$ cat src/rtl/secadj_pkg.sv
// Package: shared constants and helpers for the seconds adjust block.
// Assumes seconds are two BCD digits, ones 0..9 and tens 0..5.
package secadj_pkg;

    localparam int ONES_W    = 4;
    localparam int TENS_W    = 3;
    localparam int ONES_LAST = 9;
    localparam int TENS_LAST = 5;
    localparam int ROUND_UP_TENS = 3;

    typedef struct packed {
        logic [TENS_W-1:0] tens;
        logic [ONES_W-1:0] ones;
    } bcd_sec_t;

    // Return the larger of two busy reload values.
    function automatic int unsigned max_u(input int unsigned a, input int unsigned b);
        return (a > b) ? a : b;
    endfunction

endpackage

$ cat src/rtl/sec_bcd_counter.sv
// Module: two-digit BCD seconds register with clear, preset and +1.
// Priority: clear (adjust) over preset over increment. A clear with the
// tens digit at 3 or above, or a wrap from 59, raises a minute request.
// Assumes preset values are valid BCD.
module sec_bcd_counter
    import secadj_pkg::*;
(
    input  logic              clk,
    input  logic              rst_n,
    input  logic              clr_round,
    input  logic              load,
    input  bcd_sec_t          load_val,
    input  logic              inc,
    output bcd_sec_t          sec,
    output logic              min_req
);

    bcd_sec_t sec_q;
    logic     min_q;
    logic     ones_at_last;
    logic     tens_at_last;

    assign ones_at_last = (sec_q.ones == ONES_W'(ONES_LAST));
    assign tens_at_last = (sec_q.tens == TENS_W'(TENS_LAST));

    // Update the digits and the one-cycle minute request.
    always_ff @(posedge clk) begin
        if (!rst_n) begin
            sec_q <= '0;
            min_q <= 1'b0;
        end else begin
            min_q <= 1'b0;
            if (clr_round) begin
                sec_q <= '0;
                min_q <= (sec_q.tens >= TENS_W'(ROUND_UP_TENS));
            end else if (load) begin
                sec_q <= load_val;
            end else if (inc) begin
                if (ones_at_last) begin
                    sec_q.ones <= '0;
                    if (tens_at_last) begin
                        sec_q.tens <= '0;
                        min_q      <= 1'b1;
                    end else begin
                        sec_q.tens <= sec_q.tens + 1'b1;
                    end
                end else begin
                    sec_q.ones <= sec_q.ones + 1'b1;
                end
            end
        end
    end

    assign sec     = sec_q;
    assign min_req = min_q;

    AST_SEC_BCD_RANGE: assert property (@(posedge clk) disable iff (!rst_n)
        (sec_q.ones <= ONES_W'(ONES_LAST)) && (sec_q.tens <= TENS_W'(TENS_LAST)));
    AST_MIN_AT_ZERO: assert property (@(posedge clk) disable iff (!rst_n)
        min_q |-> (sec_q == '0));
    AST_ADJUST_ZEROES: assert property (@(posedge clk) disable iff (!rst_n)
        clr_round |=> (sec_q == '0));

endmodule

$ cat src/rtl/carry_gate.sv
// Module: carry enable, pending carry and missed-carry memory.
// A carry seen while enabled waits for the next tick, then asks for +1.
// A carry seen while paused is remembered and replayed once on resume.
// Adjust discards any waiting or remembered carry.
module carry_gate (
    input  logic clk,
    input  logic rst_n,
    input  logic tick,
    input  logic carry_in,
    input  logic chip_en,
    input  logic wr_cen,
    input  logic cen_wdata,
    input  logic adjust,
    output logic inc,
    output logic corr,
    output logic carry_acc
);

    logic cen_q;
    logic held_q;
    logic pend_q;
    logic cen_nxt;
    logic resume;
    logic pend_due;
    logic missed;

    // Next enable value: a low chip enable forces counting on.
    always_comb begin
        if (!chip_en)    cen_nxt = 1'b1;
        else if (wr_cen) cen_nxt = cen_wdata;
        else             cen_nxt = cen_q;
    end

    assign resume    = cen_nxt & ~cen_q;
    assign pend_due  = pend_q & tick;
    assign missed    = held_q | (~cen_q & (pend_due | carry_in));
    assign corr      = ~adjust & resume & missed;
    assign carry_acc = ~adjust & carry_in & cen_q;
    assign inc       = ~adjust & (corr | (pend_due & cen_q));

    // Track enable, a carry waiting for its tick, and a missed carry.
    always_ff @(posedge clk) begin
        if (!rst_n) begin
            cen_q  <= 1'b1;
            held_q <= 1'b0;
            pend_q <= 1'b0;
        end else begin
            cen_q <= cen_nxt;
            if (adjust) begin
                pend_q <= 1'b0;
            end else begin
                pend_q <= carry_acc | (pend_q & ~tick);
            end
            if (adjust || corr) begin
                held_q <= 1'b0;
            end else begin
                held_q <= held_q | (~cen_q & (pend_due | carry_in));
            end
        end
    end

    AST_HELD_ONLY_PAUSED: assert property (@(posedge clk) disable iff (!rst_n)
        held_q |-> !cen_q);
    AST_CHIP_OFF_ENABLES: assert property (@(posedge clk) disable iff (!rst_n)
        !chip_en |=> cen_q);

endmodule

$ cat src/rtl/busy_window.sv
// Module: busy flag timed in 32.768 kHz ticks.
// Each request reloads the remaining tick count, and the larger of the
// current and requested counts wins. A tick in the reload cycle is not
// counted. Busy is high while the count is non-zero.
module busy_window #(
    parameter int unsigned CMD_TICKS   = 4,
    parameter int unsigned CARRY_TICKS = 3
) (
    input  logic clk,
    input  logic rst_n,
    input  logic tick,
    input  logic cmd_req,
    input  logic carry_req,
    output logic busy
);

    localparam int unsigned MAX_TICKS = secadj_pkg::max_u(CMD_TICKS, CARRY_TICKS);
    localparam int unsigned CW        = $clog2(MAX_TICKS + 1);

    logic [CW-1:0] cnt_q;
    logic [CW-1:0] base;
    logic [CW-1:0] reload;

    assign base = cnt_q - CW'(tick && (cnt_q != '0));

    // Choose the reload value requested this cycle.
    always_comb begin
        if (cmd_req)        reload = CW'(CMD_TICKS);
        else if (carry_req) reload = CW'(CARRY_TICKS);
        else                reload = '0;
    end

    // Count down on ticks, extend on requests.
    always_ff @(posedge clk) begin
        if (!rst_n) begin
            cnt_q <= '0;
        end else begin
            cnt_q <= (reload > base) ? reload : base;
        end
    end

    assign busy = (cnt_q != '0);

    AST_BUSY_NO_OVERRUN: assert property (@(posedge clk) disable iff (!rst_n)
        cnt_q <= CW'(MAX_TICKS));
    AST_BUSY_AFTER_CARRY: assert property (@(posedge clk) disable iff (!rst_n)
        carry_req |=> busy);

endmodule

$ cat src/rtl/sec_adjust_ctrl.sv
// Module: top of the seconds adjust and carry control block.
// Joins the carry gate, the BCD seconds counter and the busy timer,
// and produces the divider reset pulse. Assumes all strobes, the tick
// and the carry are single-cycle pulses in the clk domain.
module sec_adjust_ctrl
    import secadj_pkg::*;
#(
    parameter int unsigned CMD_TICKS   = 4,
    parameter int unsigned CARRY_TICKS = 3
) (
    input  logic                     clk,
    input  logic                     rst_n,
    input  logic                     tick_32k,
    input  logic                     carry_1hz,
    input  logic                     chip_en,
    input  logic                     wr_adjust,
    input  logic                     wr_divrst,
    input  logic                     wr_cen,
    input  logic                     cen_wdata,
    input  logic                     wr_sec,
    input  logic [ONES_W+TENS_W-1:0] sec_wdata,
    output logic [ONES_W-1:0]        sec_ones,
    output logic [TENS_W-1:0]        sec_tens,
    output logic                     min_inc,
    output logic                     div_rst,
    output logic                     busy
);

    logic     inc;
    logic     corr;
    logic     carry_acc;
    logic     div_rst_q;
    bcd_sec_t sec;
    bcd_sec_t preset;

    assign preset = bcd_sec_t'(sec_wdata);

    carry_gate u_gate (
        .clk       (clk),
        .rst_n     (rst_n),
        .tick      (tick_32k),
        .carry_in  (carry_1hz),
        .chip_en   (chip_en),
        .wr_cen    (wr_cen),
        .cen_wdata (cen_wdata),
        .adjust    (wr_adjust),
        .inc       (inc),
        .corr      (corr),
        .carry_acc (carry_acc)
    );

    sec_bcd_counter u_sec (
        .clk       (clk),
        .rst_n     (rst_n),
        .clr_round (wr_adjust),
        .load      (wr_sec),
        .load_val  (preset),
        .inc       (inc),
        .sec       (sec),
        .min_req   (min_inc)
    );

    busy_window #(
        .CMD_TICKS   (CMD_TICKS),
        .CARRY_TICKS (CARRY_TICKS)
    ) u_busy (
        .clk       (clk),
        .rst_n     (rst_n),
        .tick      (tick_32k),
        .cmd_req   (wr_adjust | wr_divrst | corr),
        .carry_req (carry_acc),
        .busy      (busy)
    );

    // One-cycle divider reset on adjust or divider-reset command.
    always_ff @(posedge clk) begin
        if (!rst_n) div_rst_q <= 1'b0;
        else        div_rst_q <= wr_adjust | wr_divrst;
    end

    assign div_rst  = div_rst_q;
    assign sec_ones = sec.ones;
    assign sec_tens = sec.tens;

    AST_DIVRST_ON_CMD: assert property (@(posedge clk) disable iff (!rst_n)
        (wr_adjust || wr_divrst) |=> div_rst);
    AST_BUSY_ON_CMD: assert property (@(posedge clk) disable iff (!rst_n)
        (wr_adjust || wr_divrst) |=> busy);
    AST_DIVRST_SEC_KEPT: assert property (@(posedge clk) disable iff (!rst_n)
        (wr_divrst && !wr_adjust && !wr_sec && !inc) |=> $stable(sec));

endmodule

$ cat config.mk
export PLATFORM = sky130hd
export DESIGN_NAME = sec_adjust_ctrl
export DESIGN_NICKNAME = d
export VERILOG_FILES = /design/src/rtl/secadj_pkg.sv /design/src/rtl/sec_bcd_counter.sv /design/src/rtl/carry_gate.sv /design/src/rtl/busy_window.sv /design/src/rtl/sec_adjust_ctrl.sv
export SDC_FILE = /design/constraint.sdc
export NUM_CORES = 1
export LEC_CHECK = 0
export BUFFER_PORTS_ARGS = -buffer_cell sky130_fd_sc_hd__clkbuf_2
export CAP_MARGIN = 20
export CORE_MARGIN = 2
export CORE_UTILIZATION = 40
export DETAILED_ROUTE_END_ITERATION = 10
export GPL_TIMING_DRIVEN = 0
export HOLD_SLACK_MARGIN = 0.02
export PLACE_DENSITY = 0.65
export SYNTH_ARGS = -nofsm -noshare
export SYNTH_HDL_FRONTEND = slang
export SYNTH_SLANG_ARGS = --single-unit
$ cat constraint.sdc
create_clock -name clk -period 2.7 [get_ports clk]
set_input_delay 0.54 -clock clk [delete_from_list [all_inputs] [get_ports clk]]
set_output_delay 0.54 -clock clk [all_outputs]
set_load 0.005 [all_outputs]
==> reports/qor.txt, run 1 <==
status = finished clean
fin. max-slew vios = 0
final setup fails = 0
worst hold path type = in -> reg
DP Wirelength = 1430 µm
FP Rows = 17
die width = 51.0 µm
Clock Latency Late Sink = 0.28 ns
Yosys top cell area share = 0.340
antenna violations before repair = 0
H-tree Lvls = 1
R2R depth = 10
post-synthesis sequential area ratio = 0.340
hold_sp = wr_cen
switch share = 0.354
peak supply drop = 0.000332 V
Most used DFF post-synth = dfxtp_1
setup TNS = 0 ns
clock sink total = 15
Place WS = 0.123 ns
Core Region = 2150 µm²
Unique masters post-synth = 31
RePlAce Congestion = 0.758
clk root buf = clkbuf_4
Port Buf Inserts = 26
CTS tree = yes
Nets = 156
Area contributors post-synth = dfxtp_1 (34%), ha_1 (8.5%), a21oi_1 (5.7%), mux2i_1 (5.7%), nand2_1 (4.7%)
Post-CTS Hold Buffers = 0
hold path depth = 2
Hold WS = 0.455 ns
Fin. Hold Viols = 0
CP Capture Type = flip-flop
max cap viols = 0
Synth-to-Final Area Change = 22.5%
largest net degree at the start of global routing = 10
Clock Skews = 0.000641 ns
Die Y = 51.0 µm
Mapped Cells = 102
#FFs+latches synth = 15
r2r endpoint = u_busy.cnt_q[2]
GRT Total Usage = 0.157
r2r setup slk = 0.17 ns
final worst-path setup slack = 0.167 ns
I/O Pins = 27
via-per-instance ratio = 5.26
Int Pwr = 0.000497 W
Max Root-Sink Buffers = 2
power consumption = 0.000769 W
total CTS buffers = 3
FILL cells = 222
Design Area, Final = 1080 µm²
detailed-route via count = 842
Post-synth top cells = dfxtp_1 (15), nand2_1 (11), a21oi_1 (10), inv_1 (9)
area post-placement = 1050 µm²
GRT overflow = 0
Netlist Area Pre-Place = 883 µm²
Logic pwr share = 0.478
Hold Crit Endpoint = u_gate.cen_q
Seq pwr share = 0.348
most common cell in the netlist = dfxtp_1
syn_nets = 125
post-route ant nets = 0
f_max = 395 MHz
minimum clock period = 2.53 ns
Tcrit/Tclk final = 0.938
asr flop ratio synth = 0
synth warn = 0
relative slew slack = 0.710
Leak Pwr = 0.489 nW
clock transition at the registers of the reported paths = 0.09 ns
number of diodes = 0
Total Die Area = 2600 µm²
critical path arrival = 2.76 ns
crit-path max FO = 4
wire length per cell = 11.5 µm
DRT iter0 DRCs = 16
ratio of cells with drive above 1 in the final layout = 0.265
syn_area_per_cell = 8.66 µm²
DRC violations left = 0
RSZ-0062 raised after global routing = no
initial core utilization = 0.411
Worst-Margin Slew = 0.434 ns
PwrDens = 710 nW/µm²
startpoint types = flip-flop
vias in the first global route = 757
Pre-Repair DR Iteration Count = 4
CP Class = reg -> reg
clock network power share = 0.174
Post-CTS Setup Bufs = 0
launch point of the worst reg-to-reg path = u_busy.cnt_q[1]
DRT Wirelength = 1840 µm
first-pass GRT wire length = 3110 µm
Sw Pwr = 0.000272 W
post-synth top area cell = dfxtp_1
Worst EP required = 2.92 ns
number of flops mapped to enable cells by yosys = 0
==> how the worst max path moves through the flow <==
stage / from / to / slack (ns) / cells past startpoint
finish: u_busy.cnt_q[1] / u_busy.cnt_q[2] / 0.17 / 10
global placement: u_busy.cnt_q[1] / u_busy.cnt_q[2] / 0.18 / 10
CTS: u_busy.cnt_q[1] / u_busy.cnt_q[2] / 0.10 / 10
detailed placement: u_busy.cnt_q[1] / u_busy.cnt_q[2] / 0.12 / 10
floorplan: u_busy.cnt_q[1] / u_busy.cnt_q[2] / 0.25 / 10
global route: u_busy.cnt_q[1] / u_busy.cnt_q[2] / 0.004 / 10
==> worst max-delay path: stages (launching register included) <==
cell	delay, ns
dfxtp_1	0.32
or3_1	0.38
and2_1	0.17
ha_1	0.17
ha_1	0.29
ha_1	0.31
nor2b_1	0.14
o21ai_1	0.15
a32oi_2	0.11
or2_2	0.30
a21boi_1	0.14
==> state kept, by name, indices dropped and copies added, names as in the netlist <==
name	count
u_gate.held_q	1
u_gate.cen_q	1
u_busy.cnt_q	3
u_gate.pend_q	1
div_rst	1
u_sec.min_req	1
u_sec.sec	7
==> power by group through the flow <==
stage | Sequential [W] | Clock, W | Combinational, W
after floorplan | 0.000269 | 0 | 0.000257
after global placement | 0.000271 | 0 | 0.000324
after detailed placement | 0.000273 | 0 | 0.000337
after CTS | 0.000267 | 0.000135 | 0.000340
after global routing | 0.000272 | 0.000147 | 0.000427
final | 0.000267 | 0.000134 | 0.000368
==> final cells by class <==
type                       count  area, µm²  area share
clock buffer                   4       26.3      0.0243
inverter                       9       33.8      0.0312
multi-input combinational     78        557       0.514
sequential                    15        300       0.277
tap                           28       35.0      0.0324
timing repair buffer          26        130       0.120
==> metal layers <==
layer  vias up  track usage  share of wire  routed length (µm)
li1        428            -              -                   -
met1       388        0.187           0.46                 854
met2        22        0.264           0.47                 864
met3         4       0.0556          0.054                 100
met4         0       0.0450          0.010                  19
met5         -            0              0                   0
==> cell usage in the layout, fill, tap and decap left out <==
| cell type | count |
|---|---|
| nand2_1 | 11 |
| clkbuf_1 | 1 |
| mux2i_1 | 5 |
| a211o_2 | 1 |
| inv_1 | 9 |
| o221a_2 | 1 |
| a21boi_1 | 2 |
| nor2_1 | 4 |
| a22oi_1 | 1 |
| xor2_1 | 2 |
| dfxtp_1 | 15 |
| xnor2_1 | 2 |
| o21ai_0 | 5 |
| nand3b_1 | 1 |
| a311o_1 | 1 |
| a31oi_1 | 1 |
| ha_1 | 6 |
| a32oi_2 | 1 |
| or2_2 | 1 |
| nand3_1 | 2 |
| and4bb_2 | 1 |
| or3_1 | 1 |
| nand2b_1 | 2 |
| and2_1 | 5 |
| nand4b_1 | 1 |
| clkbuf_4 | 3 |
| o21bai_1 | 1 |
| o211ai_1 | 1 |
| nor2b_1 | 4 |
| a221oi_4 | 1 |
| o21ai_1 | 1 |
| clkbuf_2 | 26 |
| a21oi_1 | 10 |
| o31ai_1 | 3 |
==> metrics by stage <==
stage           util  std cells
2_1_floorplan      -        102
3_3_place_gp   0.488        156
3_5_place_dp   0.488        156
4_1_cts        0.500        160
5_1_grt        0.504        160
6_report       0.504        160
==> what timing repair did <==
item / 4_1_cts / 5_1_grt
hold endpoints to repair: 0 / 0
resized for setup: 0 / 3
endpoints found under the setup margin: 0 / 3
==> kinds of logic (layout without fill, tap and decap cells) <==
kind of cell / count (synthesis) / after routing / share of synthesized area
DFF: 15 / 15 / 0.340
AOI/OAI and AO/OA: 30 / 30 / 0.241
buffers and inverters: 9 / 39 / 0.0382
and+or+nand+nor: 33 / 33 / 0.200
xor gates and xnor gates: 4 / 4 / 0.0397
muxes: 5 / 5 / 0.0567
adders and majority gates: 6 / 6 / 0.0850
Note: power is estimated with default switching activity, not from simulation.
==> run 2, diff against run 1 <==
--- a/config.mk
+++ b/config.mk
@@ -7,12 +7,14 @@
 export LEC_CHECK = 0
 export BUFFER_PORTS_ARGS = -buffer_cell sky130_fd_sc_hd__clkbuf_2
 export CAP_MARGIN = 20
+export CELL_PAD_IN_SITES_DETAIL_PLACEMENT = 0
+export CELL_PAD_IN_SITES_GLOBAL_PLACEMENT = 1
 export CORE_MARGIN = 2
-export CORE_UTILIZATION = 40
+export CORE_UTILIZATION = 36
 export DETAILED_ROUTE_END_ITERATION = 10
 export GPL_TIMING_DRIVEN = 0
 export HOLD_SLACK_MARGIN = 0.02
-export PLACE_DENSITY = 0.65
+export PLACE_DENSITY = 0.77
 export SYNTH_ARGS = -nofsm -noshare
 export SYNTH_HDL_FRONTEND = slang
 export SYNTH_SLANG_ARGS = --single-unit
==> run 2 against run 1 <==
Compared with the run above: power rose by 9.2%; largest power group unchanged; via count fell by 1.5%; clock skew rose by 0.015 ns.
==> reports/qor.txt, run 2 (synthesis results as in run 1) <==
Post-CTS Setup Bufs = 0 (unchanged)
Tcrit/Tclk final = 0.923 (-0.0148)
crit-path max FO = 4 (unchanged)
Int Pwr = 0.000536 W (+7.8%)
peak supply drop = 0.000470 V (+41%)
Logic pwr share = 0.521 (+0.043)
Design Area, Final = 1110 µm² (+2.9%)
Port Buf Inserts = 26 (unchanged)
area post-placement = 1050 µm² (unchanged)
clock sink total = 15 (unchanged)
fin cells = 160 (unchanged)
Pre-Repair DR Iteration Count = 4 (unchanged)
DP Wirelength = 1510 µm (+6.0%)
CP Capture Type = flip-flop
I/O Pins = 27 (unchanged)
most frequent cells in the layout = clkbuf_2 (26), dfxtp_1 (15), nand2_1 (11)
f_max = 401 MHz (+1.6%)
Fin. Hold Viols = 0 (unchanged)
clk root buf = clkbuf_4
total CTS buffers = 3 (unchanged)
via-per-instance ratio = 5.18 (-1.5%)
worst hold path type = in -> reg
Worst EP required = 2.93 ns (about the same)
die width = 53.5 µm (+5.0%)
final setup fails = 0 (unchanged)
Cells after DPL = 156 (unchanged)
CP Class = reg -> reg
detailed-route via count = 829 (-1.5%)
FILL cells = 233 (+5.0%)
Leak Pwr = 0.491 nW (+0.29%)
clock network power share = 0.162 (-0.012)
initial core utilization = 0.388 (-0.0231)
Worst-Margin Slew = 0.468 ns (+0.0334 ns)
DRT Wirelength = 1940 µm (+5.7%)
switch share = 0.362 (+0.00835)
H-tree Lvls = 1 (unchanged)
hold path depth = 3 (+1)
status = finished clean
clock transition at the registers of the reported paths = 0.11 ns (+0.02 ns)
relative slew slack = 0.688 (-0.0216)
RePlAce Congestion = 0.797 (+5.1%)
DRT iter0 DRCs = 14 (-2)
Post-CTS Hold Buffers = 0 (unchanged)
Clock Latency Late Sink = 0.29 ns (about the same)
PwrDens = 754 nW/µm² (+6.1%)
vias in the first global route = 819 (+8.2%)
post-route ant nets = 0 (unchanged)
CTS tree = yes
R2R depth = 10 (unchanged)
number of diodes = 0 (unchanged)
first-pass GRT wire length = 3470 µm (+12%)
ratio of cells with drive above 1 in the final layout = 0.295 (+0.0303)
Max Root-Sink Buffers = 2 (unchanged)
Sw Pwr = 0.000304 W (+12%)
largest net degree at the start of global routing = 11 (+1)
fin. max-slew vios = 0 (unchanged)
wire length per cell = 12.1 µm (+5.7%)
RSZ-0062 raised after global routing = no
critical path arrival = 2.72 ns (-0.04 ns)
post-CTS sizing = 0 (unchanged)
setup TNS = 0 ns (unchanged)
GRT overflow = 0 (unchanged)
antenna violations before repair = 0 (unchanged)
startpoint types = flip-flop
Nets = 156 (unchanged)
Seq pwr share = 0.317 (-0.031)
minimum clock period = 2.49 ns (-0.0398 ns)
Synth-to-Final Area Change = 26.1%
GRT Total Usage = 0.165 (+0.00803)
Die Y = 53.5 µm (+5.0%)
DRC violations left = 0 (unchanged)
commonest non-fill, non-tap cell in the layout = clkbuf_2
max FFs per register = 7 (unchanged)
Core Region = 2280 µm² (+5.9%)
Clock Skews = 0.0160 ns (+0.0154 ns)
Total Die Area = 2870 µm² (+10%)
Hold WS = 0.461 ns (+0.00598 ns)
max cap viols = 0 (unchanged)
FP Rows = 17 (unchanged)
-- run 2: cell count changes in the layout (fill, tap and decap cells not counted) --
| cell | previous run | this run |
|---|---|---|
| nor2b_1 | 4 | 3 |
| ha_4 | 0 | 2 |
| ha_1 | 6 | 4 |
| nor2b_2 | 0 | 1 |
| clkinvlp_4 | 0 | 1 |
| clkbuf_1 | 1 | 0 |
-- run 2: per-layer routing --
metal | part of all wire | track usage
met5 | 0 | 0
met4 | 0.0057 | 0.0470
met3 | 0.067 | 0.0611
met2 | 0.46 | 0.274
met1 | 0.47 | 0.199
-- run 2: area by class of cell --
class | instances | area (µm²) | area share
multi-input cells | 78 | 584 | 0.525
flip-flops and latches | 15 | 300 | 0.270
repair buffers | 26 | 130 | 0.117
well taps | 28 | 35.0 | 0.0315
inverters | 9 | 33.8 | 0.0303
clock buffers | 3 | 22.5 | 0.0202
clock inverters | 1 | 7.51 | 0.00674
-- run 2: critical path, stage by stage, from the launching register on --
cell and delay (ns):
dfxtp_1 0.32, or3_1 0.38, and2_1 0.17, ha_1 0.21, ha_4 0.29, ha_4 0.20
nor2b_2 0.14, o21ai_1 0.13, a32oi_2 0.11, or2_2 0.30, a21boi_1 0.16
-- run 2: final timing paths --
check | to | startpoint | slack (ns)
max | u_busy.cnt_q[2] | u_busy.cnt_q[1] | 0.21
min | u_sec.sec[3] | sec_wdata[3] | 0.46
max reg2reg | u_busy.cnt_q[2] | u_busy.cnt_q[1] | 0.21
min reg2reg | u_gate.pend_q | u_gate.pend_q | 0.50
-- run 2: power groups by stage --
stage                     clock [W]  combinational (W)  sequential [W]
after global routing       0.000155           0.000497        0.000271
after global placement            0           0.000332        0.000271
after floorplan                   0           0.000257        0.000269
after detailed placement          0           0.000350        0.000272
after CTS                  0.000142           0.000352        0.000267
final                      0.000136           0.000437        0.000266
-- run 2: stage by stage --
step                      utilization  total power, W  worst slack (ns)
after global placement          0.461        0.000603             0.107
final                           0.489        0.000840             0.207
after global routing            0.489        0.000923            0.0806
after floorplan                     -        0.000525             0.249
after detailed placement        0.461        0.000622            0.0525
after CTS                       0.474        0.000761            0.0240
